$ cat src/rtl/scl_tg_pkg.sv
package scl_tg_pkg;

  typedef enum logic [1:0] {
    PH_IDLE = 2'd0,
    PH_LOW  = 2'd1,
    PH_HIGH = 2'd2
  } scl_phase_e;

  localparam int CFG_W    = 32;
  localparam int EXP_LSB  = 0;
  localparam int LOW_LSB  = 12;
  localparam int HIGH_LSB = 16;
  localparam int AUX_LSB  = 20;
  localparam int AUX_W    = 12;

endpackage

$ cat src/rtl/scl_rst_sync.sv
module scl_rst_sync (
  input  logic clk,
  input  logic rst_n,
  output logic rst_n_sync_o
);

  logic [1:0] sync_q;

  always_ff @(posedge clk or negedge rst_n) begin
    if (!rst_n) begin
      sync_q <= 2'b00;
    end else begin
      sync_q <= {sync_q[0], 1'b1};
    end
  end

  assign rst_n_sync_o = sync_q[1];

endmodule

$ cat src/rtl/scl_base_prescaler.sv
module scl_base_prescaler #(
  parameter int EXP_W = 4,
  localparam int PRE_W = (1 << EXP_W) - 1
) (
  input  logic             clk,
  input  logic             rst_n,
  input  logic             clear_i,
  input  logic             count_en_i,
  input  logic [EXP_W-1:0] exp_i,
  output logic             tick_o,
  output logic [PRE_W-1:0] cnt_o
);

  logic [PRE_W-1:0] cnt_q;
  logic [PRE_W-1:0] cnt_d;
  logic [PRE_W-1:0] limit;
  logic             cnt_we;

  // terminal count: 2^exp - 1
  always_comb begin
    limit = '0;
    for (int i = 0; i < PRE_W; i++) begin
      limit[i] = (i < int'(exp_i));
    end
  end

  assign tick_o = count_en_i && (cnt_q == limit);
  assign cnt_we = clear_i || count_en_i;

  always_comb begin
    if (clear_i) begin
      cnt_d = '0;
    end else if (tick_o) begin
      cnt_d = '0;
    end else begin
      cnt_d = cnt_q + PRE_W'(1);
    end
  end

  always_ff @(posedge clk or negedge rst_n) begin
    if (!rst_n) begin
      cnt_q <= '0;
    end else if (cnt_we) begin
      cnt_q <= cnt_d;
    end
  end

  assign cnt_o = cnt_q;


  pre_in_range_chk: assert property (@(posedge clk) disable iff (!rst_n)
    count_en_i |-> (cnt_q <= limit));

endmodule

$ cat src/rtl/scl_phase_ctrl.sv
module scl_phase_ctrl
  import scl_tg_pkg::*;
#(
  parameter int CNT_W = 4
) (
  input  logic             clk,
  input  logic             rst_n,
  input  logic             run_i,
  input  logic             scl_in_i,
  input  logic             tick_i,
  input  logic [CNT_W-1:0] low_cnt_i,
  input  logic [CNT_W-1:0] high_cnt_i,
  output scl_phase_e       phase_o,
  output logic [CNT_W-1:0] ph_cnt_o,
  output logic             pre_clear_o,
  output logic             pre_en_o,
  output logic             load_cfg_o,
  output logic             sample_stb_o
);

  scl_phase_e       phase_q, phase_d;
  logic [CNT_W-1:0] ph_cnt_q, ph_cnt_d;
  logic             seen_q, seen_d;
  logic [CNT_W-1:0] field_sel;
  logic             phase_done;
  logic             phase_chg;
  logic             ph_cnt_we;

  assign field_sel  = (phase_q == PH_HIGH) ? high_cnt_i : low_cnt_i;
  assign phase_done = tick_i && (ph_cnt_q == field_sel);

  // next phase
  always_comb begin
    phase_d = phase_q;
    unique case (phase_q)
      PH_IDLE: if (run_i) phase_d = PH_LOW;
      PH_LOW: begin
        if (!run_i)          phase_d = PH_IDLE;
        else if (phase_done) phase_d = PH_HIGH;
      end
      PH_HIGH: begin
        if (!run_i)          phase_d = PH_IDLE;
        else if (phase_done) phase_d = PH_LOW;
      end
      default: phase_d = PH_IDLE;
    endcase
  end

  assign phase_chg = (phase_d != phase_q);

  // tick counter within a phase
  always_comb begin
    if (phase_chg || (phase_q == PH_IDLE)) begin
      ph_cnt_d = '0;
    end else begin
      ph_cnt_d = ph_cnt_q + CNT_W'(1);
    end
  end
  assign ph_cnt_we = phase_chg || (phase_q == PH_IDLE) || tick_i;

  // first high level seen in this high phase
  always_comb begin
    if ((phase_q == PH_HIGH) && (phase_d == PH_HIGH)) begin
      seen_d = seen_q | scl_in_i;
    end else begin
      seen_d = 1'b0;
    end
  end

  always_ff @(posedge clk or negedge rst_n) begin
    if (!rst_n) begin
      phase_q <= PH_IDLE;
    end else begin
      phase_q <= phase_d;
    end
  end

  always_ff @(posedge clk or negedge rst_n) begin
    if (!rst_n) begin
      ph_cnt_q <= '0;
    end else if (ph_cnt_we) begin
      ph_cnt_q <= ph_cnt_d;
    end
  end

  always_ff @(posedge clk or negedge rst_n) begin
    if (!rst_n) begin
      seen_q <= 1'b0;
    end else begin
      seen_q <= seen_d;
    end
  end

  assign phase_o      = phase_q;
  assign ph_cnt_o     = ph_cnt_q;
  assign pre_clear_o  = phase_chg || (phase_q == PH_IDLE);
  assign pre_en_o     = (phase_q == PH_LOW) || ((phase_q == PH_HIGH) && scl_in_i);
  assign load_cfg_o   = (phase_q != PH_LOW) && (phase_d == PH_LOW);
  assign sample_stb_o = (phase_q == PH_HIGH) && scl_in_i && !seen_q;


  low_cnt_bound_chk: assert property (@(posedge clk) disable iff (!rst_n)
    (phase_q == PH_LOW) |-> (ph_cnt_q <= low_cnt_i));


  high_cnt_bound_chk: assert property (@(posedge clk) disable iff (!rst_n)
    (phase_q == PH_HIGH) |-> (ph_cnt_q <= high_cnt_i));


  sample_single_chk: assert property (@(posedge clk) disable iff (!rst_n)
    sample_stb_o |=> !sample_stb_o);

endmodule

$ cat src/rtl/scl_mid_strobe.sv
module scl_mid_strobe
  import scl_tg_pkg::*;
#(
  parameter int CNT_W = 4,
  parameter int EXP_W = 4,
  localparam int PRE_W = (1 << EXP_W) - 1,
  localparam int EL_W  = CNT_W + 1 + PRE_W
) (
  input  logic             clk,
  input  logic             rst_n,
  input  scl_phase_e       phase_i,
  input  logic [CNT_W-1:0] ph_cnt_i,
  input  logic [PRE_W-1:0] pre_cnt_i,
  input  logic [EXP_W-1:0] exp_i,
  input  logic [CNT_W-1:0] low_cnt_i,
  output logic             data_chg_stb_o
);

  logic [EL_W-1:0] elapsed;
  logic [EL_W-1:0] low_len;
  logic [EL_W-1:0] mid_point;

  // cycles elapsed in the low phase: prescaler count is below 2^exp
  assign elapsed   = (EL_W'(ph_cnt_i) << exp_i) | EL_W'(pre_cnt_i);
  assign low_len   = (EL_W'(low_cnt_i) + EL_W'(1)) << exp_i;
  assign mid_point = low_len >> 1;

  assign data_chg_stb_o = (phase_i == PH_LOW) && (elapsed == mid_point);


  data_chg_single_chk: assert property (@(posedge clk) disable iff (!rst_n)
    data_chg_stb_o |=> !data_chg_stb_o);

endmodule

$ cat src/rtl/scl_timing_gen.sv
module scl_timing_gen
  import scl_tg_pkg::*;
#(
  parameter int CNT_W = 4,
  parameter int EXP_W = 4
) (
  input  logic        clk,
  input  logic        rst_n,
  input  logic [31:0] timing_cfg_i,
  input  logic        run_i,
  input  logic        scl_in_i,
  output logic        scl_oe_o,
  output logic        data_chg_stb_o,
  output logic        sample_stb_o,
  output logic [11:0] aux_timing_o
);

  localparam int PRE_W = (1 << EXP_W) - 1;

  logic             rst_n_int;
  logic [EXP_W-1:0] exp_q;
  logic [CNT_W-1:0] low_q;
  logic [CNT_W-1:0] high_q;
  logic [AUX_W-1:0] aux_q;
  logic             load_cfg;
  logic             tick;
  logic [PRE_W-1:0] pre_cnt;
  logic             pre_clear;
  logic             pre_en;
  scl_phase_e       phase;
  logic [CNT_W-1:0] ph_cnt;
  logic             cfg_unused;

  assign cfg_unused = ^timing_cfg_i;

  scl_rst_sync u_rst (
    .clk          (clk),
    .rst_n        (rst_n),
    .rst_n_sync_o (rst_n_int)
  );

  // timing word capture at each low-phase entry
  always_ff @(posedge clk or negedge rst_n_int) begin
    if (!rst_n_int) begin
      exp_q  <= '0;
      low_q  <= '0;
      high_q <= '0;
      aux_q  <= '0;
    end else if (load_cfg) begin
      exp_q  <= timing_cfg_i[EXP_LSB  +: EXP_W];
      low_q  <= timing_cfg_i[LOW_LSB  +: CNT_W];
      high_q <= timing_cfg_i[HIGH_LSB +: CNT_W];
      aux_q  <= timing_cfg_i[AUX_LSB  +: AUX_W];
    end
  end

  scl_base_prescaler #(.EXP_W(EXP_W)) u_pre (
    .clk        (clk),
    .rst_n      (rst_n_int),
    .clear_i    (pre_clear),
    .count_en_i (pre_en),
    .exp_i      (exp_q),
    .tick_o     (tick),
    .cnt_o      (pre_cnt)
  );

  scl_phase_ctrl #(.CNT_W(CNT_W)) u_phase (
    .clk          (clk),
    .rst_n        (rst_n_int),
    .run_i        (run_i),
    .scl_in_i     (scl_in_i),
    .tick_i       (tick),
    .low_cnt_i    (low_q),
    .high_cnt_i   (high_q),
    .phase_o      (phase),
    .ph_cnt_o     (ph_cnt),
    .pre_clear_o  (pre_clear),
    .pre_en_o     (pre_en),
    .load_cfg_o   (load_cfg),
    .sample_stb_o (sample_stb_o)
  );

  scl_mid_strobe #(.CNT_W(CNT_W), .EXP_W(EXP_W)) u_mid (
    .clk            (clk),
    .rst_n          (rst_n_int),
    .phase_i        (phase),
    .ph_cnt_i       (ph_cnt),
    .pre_cnt_i      (pre_cnt),
    .exp_i          (exp_q),
    .low_cnt_i      (low_q),
    .data_chg_stb_o (data_chg_stb_o)
  );

  assign scl_oe_o     = (phase == PH_LOW);
  assign aux_timing_o = aux_q;


  run_low_release_chk: assert property (@(posedge clk) disable iff (!rst_n_int)
    !run_i |=> !scl_oe_o);


  stretch_hold_chk: assert property (@(posedge clk) disable iff (!rst_n_int)
    ((phase == PH_HIGH) && !scl_in_i && run_i) |=> $stable(pre_cnt));


  aux_hold_chk: assert property (@(posedge clk) disable iff (!rst_n_int)
    (scl_oe_o && $past(scl_oe_o)) |-> $stable(aux_timing_o));

endmodule

$ cat config.mk
export PLATFORM = sky130hd
export DESIGN_NAME = scl_timing_gen
export DESIGN_NICKNAME = d
export VERILOG_FILES = /design/src/rtl/scl_tg_pkg.sv /design/src/rtl/scl_rst_sync.sv /design/src/rtl/scl_base_prescaler.sv /design/src/rtl/scl_phase_ctrl.sv /design/src/rtl/scl_mid_strobe.sv /design/src/rtl/scl_timing_gen.sv
export SDC_FILE = /design/constraint.sdc
export NUM_CORES = 1
export LEC_CHECK = 0
export BUFFER_PORTS_ARGS = -buffer_cell sky130_fd_sc_hd__buf_2
export CORE_ASPECT_RATIO = 0.8
export CORE_MARGIN = 1
export CORE_UTILIZATION = 57
export DETAILED_ROUTE_END_ITERATION = 7
export GPL_TIMING_DRIVEN = 0
export PLACE_DENSITY = 0.79
export SLEW_MARGIN = 20
export SYNTH_ARGS = -nofsm -noshare
export SYNTH_HDL_FRONTEND = slang
export SYNTH_SLANG_ARGS = --single-unit
$ cat constraint.sdc
create_clock -name clk -period 4.9 [get_ports clk]
set_clock_uncertainty 0.05 [all_clocks]
set_input_delay 0.245 -clock clk [delete_from_list [all_inputs] [get_ports clk]]
set_output_delay 0.245 -clock clk [all_outputs]
set_load 0.02 [all_outputs]
=== Word level (Yosys, flattened, before mapping) ===
Cells that the tools add are included.

* Flip-flop bits (word level): 48
* Output and inout port bits: 15
* Bits of input ports: 36
* Word-level logic and storage cells: 64

* Muxes and demuxes: 11
* $lt $le $gt $ge: 15
* Add/subtract/negate cells: 3
* Shift-type cells: 2
* Reduce and logical (&&, ||, !) cells: 13
* Eq/ne operators: 9
* Bitwise logic cells: 2

{| class="wikitable"
|+ Operators by type and width
! cell !! number
|-
| 2-to-1 mux 15 bit || 2
|-
| less-than comparator 4 bit, first input constant || 7
|-
| equality test 20 x 19 -> 1 bit || 1
|-
| bitwise OR 20 x 15 -> 20 bit || 1
|-
| << shifter 20 x 4 -> 20 bit || 1
|-
| << shifter 4 x 4 -> 20 bit || 1
|-
| less-than comparator 3 x 4 -> 1 bit, first input constant || 4
|-
| adder 15 x 1 -> 15 bit, second input constant || 1
|-
| equality test 15 bit || 1
|-
| 2-to-1 mux 2 bit || 5
|-
| less-than comparator 1 x 4 -> 1 bit, first input constant || 2
|-
| less-than comparator 2 x 4 -> 1 bit, first input constant || 2
|-
| 2-to-1 mux 4 bit || 2
|-
| logical AND 1 bit || 7
|-
| case mux 2 bit (3 select lines) || 1
|-
| adder 4 x 1 -> 5 bit, second input constant || 1
|-
| adder 4 x 1 -> 4 bit, second input constant || 1
|-
| equality test 2 x 1 -> 1 bit, second input constant || 2
|-
| equality test 2 bit, second input constant || 2
|-
| equality test 4 bit || 1
|-
| logical OR 1 bit || 4
|-
| zero test 2 bit || 1
|-
| inequality test 2 x 1 -> 1 bit, second input constant || 1
|-
| inequality test 2 bit || 1
|-
| other kinds (3) || 3
|}

=== Logic depth before layout (Yosys ltp) ===
* Word-level depth: 11
* Gate-level depth with buffers: 11
* Mapped depth without buffers: 8

=== Cells and area by module ===
A second synthesis with hierarchy kept.

* Cell total of the unflattened synthesis: 450
* Area, all modules: 4022.6 µm²

{| class="wikitable"
|+ Modules (own cells, without submodules)
! module !! cells an instance !! times used !! sequential area each (µm²) !! area each (µm²)
|-
| scl_base_prescaler || 159 || 1 || 375.4 || 1231.2
|-
| scl_mid_strobe || 183 || 1 || 0.0 || 1184.9
|-
| scl_timing_gen || 52 || 1 || 600.6 || 1003.5
|-
| scl_phase_ctrl || 53 || 1 || 175.2 || 549.3
|-
| scl_rst_sync || 3 || 1 || 50.0 || 53.8
|}

=== Worst setup path after synthesis ===
Ideal clock, no wire load.

* Path kind: flip-flop to output port
* From: reg low_q[1]
* To: out data_chg_stb_o
* Required time: 4.605 ns
* Slack: 1.945 ns
* Path buffers: 0
* Arrival time: 2.660 ns
* Cell stages (with the launch flop): 9
* Cells stage by stage: dfrtp_1 > ha_1 > xnor2_1 > o211a_1 > o21ai_1 > nand3_1 > or4_1 > or4_1 > nor4_2

* Word-level cells in the longest chain between the ends: 4

{| class="wikitable"
|+ Ends and longest elaborated chain
! item !! RTL line !! RTL
|-
| start: declaration || scl_timing_gen.sv:22 || <nowiki>logic [CNT_W-1:0] low_q;</nowiki>
|-
| start signal: assignment || scl_timing_gen.sv:51 || <nowiki>low_q <= timing_cfg_i[LOW_LSB +: CNT_W];</nowiki>
|-
| adder 4 x 1 -> 5 bit || scl_mid_strobe.sv:25 || <nowiki>assign low_len = (EL_W'(low_cnt_i) + EL_W'(1)) << exp_i;</nowiki>
|-
| << shifter 20 x 4 -> 20 bit || scl_mid_strobe.sv:25 ||
|-
| equality test 20 x 19 -> 1 bit || scl_mid_strobe.sv:28 || <nowiki>assign data_chg_stb_o = (phase_i == PH_LOW) && (elapsed == mid_point);</nowiki>
|-
| logical AND 1 bit || scl_mid_strobe.sv:28 ||
|-
| end: declaration || scl_timing_gen.sv:13 || <nowiki>output logic data_chg_stb_o,</nowiki>
|}

No other way between the ends.

=== Worst setup path after layout ===
* From: reg low_q[0]
* To: out data_chg_stb_o

The elaborated chain is that of the path after synthesis.

==> impl_results.md <==
* PD cells at approximately 280 nW/um^2
* PostCTS Resize Cnt at 0
* Fmax at around 270 MHz
* Sequential fraction of design power at 0.388
* Mean routed wirelength per cell at around 19 um
* Layout cells sized above 1 at 0.2316
* Cell Area, Synth at about 3800 um^2
* Power share of the combinational group at 0.397
* Crit-path cells: buf_2, nor3_1, o311ai_1, a21oi_1, nand3_1, or4_1, or4_1, nor4_2, buf_2
* Postcts setup bufs at 0
* Row cnt at 26
* Critical path data arrival time at 3.38 ns
* CTS Buf Count at 5
* Clock share of power at 0.216
* DRT Pass-1 Iters at 5
* Total wire length at between 10 and 15 mm
* Num Clock Sinks at 48
* Largest net degree at the start of global routing at 30
* Pleak at between 1.5 and 2 nW
* Final Hold Vio Count at 0
* Initial antenna violation count at 0
* Synthesized flop and latch total at 48
* Worst Max-Slew Pin Slew at 0.7247 ns
* Core Area at 6441 um^2
* First-pass GRT wire length at approximately 17 mm
* Most used DFF post-synth: dfrtp_1
* Peak supply drop at a little under 200 uV
* Final Setup Violations at 0
* Fin nets at slightly above 500
* Asr flop ratio synth at 1.000
* Die area at approximately 7000 um^2
* Switching power at 0.0004354 W
* Crit path capture type: primary output
* RSZ-0062 raised after global routing: false
* # fillers at 549
* Warnings, synthesis at 0
* Internal power at roughly 0.00074 W
* Rel. slew slack at 0.5132
* Die span in x at 93.50 um
* Vias after detailed routing at ~3,600
* Vias in the first global route at 3,276
* Max Cap Viol at 0
* Root Driver: clkbuf_8
* Library cells used by synthesis at between 60 and 70
* Slew Viols, Final at 0
* Remaining DRCs at 0
* CP Data Required Time at roughly 4.6 ns
* Hpwl dp at 7.993 mm
* Final ANT Viol Nets at 0
* Post-synthesis cell count at 424
* CP max stage delay at ~0.58 ns
* Clk buf depth at 2
* Mean Syn Cell Area at between 9 and 10 um^2
* Number of synthesized flops with an enable pin at 0
* Setup TNS at 0 ns
* Synthesized Nets at 463
* Sw Ratio at 0.3710
* Crit path launch type: register
* Worst Path Max Fanout at 10
* Area grow syn2layout at 11.50%
* # IOs at about 50
* H-tree Lvls at 2
* Die H at between 70 and 80 um
* Initial drt markers at around 360
* Non-filler instance count after layout at 559
* Critical path buffers and inverters at 2
* Starting Density at 0.5927
* Vias per inst at around 6.5
* N_diodes at 0
* Post-Place Cells at 550
* Total gr overflow at 0
* Crit-path slowest cell: nor3_1
* Final core utilization at 0.6608
* Clk_lat worst skew at 0.31 ns
* HP Class: primary input to register
* Routability cong. at around 1.0
* Fin crit period at ~3.7 ns
* Cell family with most CP delay: simple AND/OR/NAND/NOR gates
* Sequential area share after synthesis at 0.3147
* Run status: complete, no violations
* PortBufs at 41
* GRT Util Overall at 0.3106
* TritonCTS clock tree: built
* Clock slew at reported path FFs at 0.10 ns
* Final Cycle Share at 0.7500
* Worst Path Class, Setup: register to primary output
[state kept, by name, summed over array words and instances, names as in the netlist]
signal,flops
u_rst.sync_q,2
u_phase.seen_q,1
high_q,4
low_q,4
u_pre.cnt_o,15
u_phase.phase_o,2
u_phase.ph_cnt_o,4
aux_timing_o,12
exp_q,4
[synthesized netlist by cell type, drive strengths merged (7+ instances only)]
library cell,count,area share
nor4,7,0.015
o211ai,9,0.018
dfrtp,48,0.31
nor2,32,0.031
mux2,26,0.096
a211oi,10,0.020
a21oi,21,0.028
nand3,10,0.013
nand2b,12,0.020
mux2i,18,0.047
inv,11,0.011
o21ai,16,0.021
xnor2,11,0.025
and3,9,0.015
xor2,14,0.032
nor3,8,0.010
nand2,20,0.020
buf,23,0.036
nand4,9,0.015
clkbuf,21,0.021
[final cells by class]
type,count,area [um^2],area share
Tap cell,84,105.1,0.02469
Multi-Input combinational cell,320,2356,0.5535
Buffer,44,215.2,0.05056
Inverter,12,45.04,0.01058
Sequential cell,48,1202,0.2825
Timing Repair Buffer,43,235.2,0.05526
Clock inverter,2,15.01,0.003527
Clock buffer,6,82.58,0.01940
[metrics by stage]
| stage | area, um^2 | hold slack (ns) | power [W] | worst slack [ns] |
|---|---|---|---|---|
| after CTS | 4257 | 0.1140 | 0.001161 | 1.334 |
| after floorplan | 3817 | -0.1006 | 0.0007926 | 1.945 |
| after global placement | 4128 | -0.02002 | 0.0009012 | 1.615 |
| final | 4257 | 0.1111 | 0.001173 | 1.225 |
| after detailed placement | 4149 | -0.01753 | 0.0009122 | 1.667 |
| after global routing | 4257 | 0.1079 | 0.001227 | 1.077 |
[worst register-to-register path, delay by kind of cell (launching register included)]
family | cells | cell delay (ns)
mux | 2 | 0.55
compound gates | 3 | 0.64
buf+inv | 2 | 0.49
flops | 1 | 0.46
simple gates | 2 | 0.69
[path summary, 6_finish.rpt]
path	start	to	slack, ns	cells past startpoint
worst max register to register	exp_q[0]$_DFFE_PN0P_	exp_q[1]$_DFFE_PN0P_	1.90	9
min in group asynchronous	u_rst.sync_q[1]$_DFF_PN0_	aux_timing_o[3]$_DFFE_PN0P_	0.15	0
worst max-delay path	low_q[0]$_DFFE_PN0P_	data_chg_stb_o	1.23	9
worst min register to register	u_rst.sync_q[1]$_DFF_PN0_	aux_timing_o[3]$_DFFE_PN0P_	0.15	0
worst min-delay path	timing_cfg_i[27]	aux_timing_o[7]$_DFFE_PN0P_	0.11	2
max in group asynchronous	u_rst.sync_q[1]$_DFF_PN0_	u_pre.cnt_o[12]$_DFFE_PN0P_	4.17	1
[power by group through the flow]
stage	sequential [W]	combinational [W]	clock, W
floorplan	0.000476	0.000317	0
global placement	0.000463	0.000439	0
detailed placement	0.000462	0.000451	0
CTS	0.000454	0.000453	0.000254
global route	0.000459	0.000495	0.000272
finish	0.000455	0.000465	0.000253
[cell families after synthesis]
logic type,synth area share
and+or+nand+nor,0.1990
AOI/OAI and AO/OA,0.2006
buffers and inverters,0.06817
DFF,0.3147
muxes,0.1495
xor gates and xnor gates,0.05736
adders and majority gates,0.009834
other,0.0009823
[per-layer routing]
layer,track usage,wire length [um],vias to the layer above
li1,-,-,1663
met1,0.4389,4539,1724
met2,0.4959,4729,220
met3,0.05758,1053,24
met4,0.07692,202,0
met5,0,0,-
[cells in the final DEF (no fill, tap or decap), drive strengths merged, types with 4 or more instances in the layout]
cell	count
nor2	32
buf	65
xor2	14
o21ai	16
nand4	9
nand2b	12
o22ai	4
dfrtp	48
o21a	5
o32ai	5
clkbuf	27
nor3	8
xnor2	11
a31oi	5
or2	4
o211ai	9
a21oi	21
and3	9
nand3	10
nor4	7
mux2	26
nor2b	5
o31ai	4
inv	11
nand3b	4
a211oi	10
mux2i	18
nand2	20
[timing repair]
item | in CTS | in global routing
endpoints found under the hold margin | 2 | 0
hold buffers | 1 | 0
endpoints found under the setup margin | 0 | 0
(Power assumes the default switching activity.)
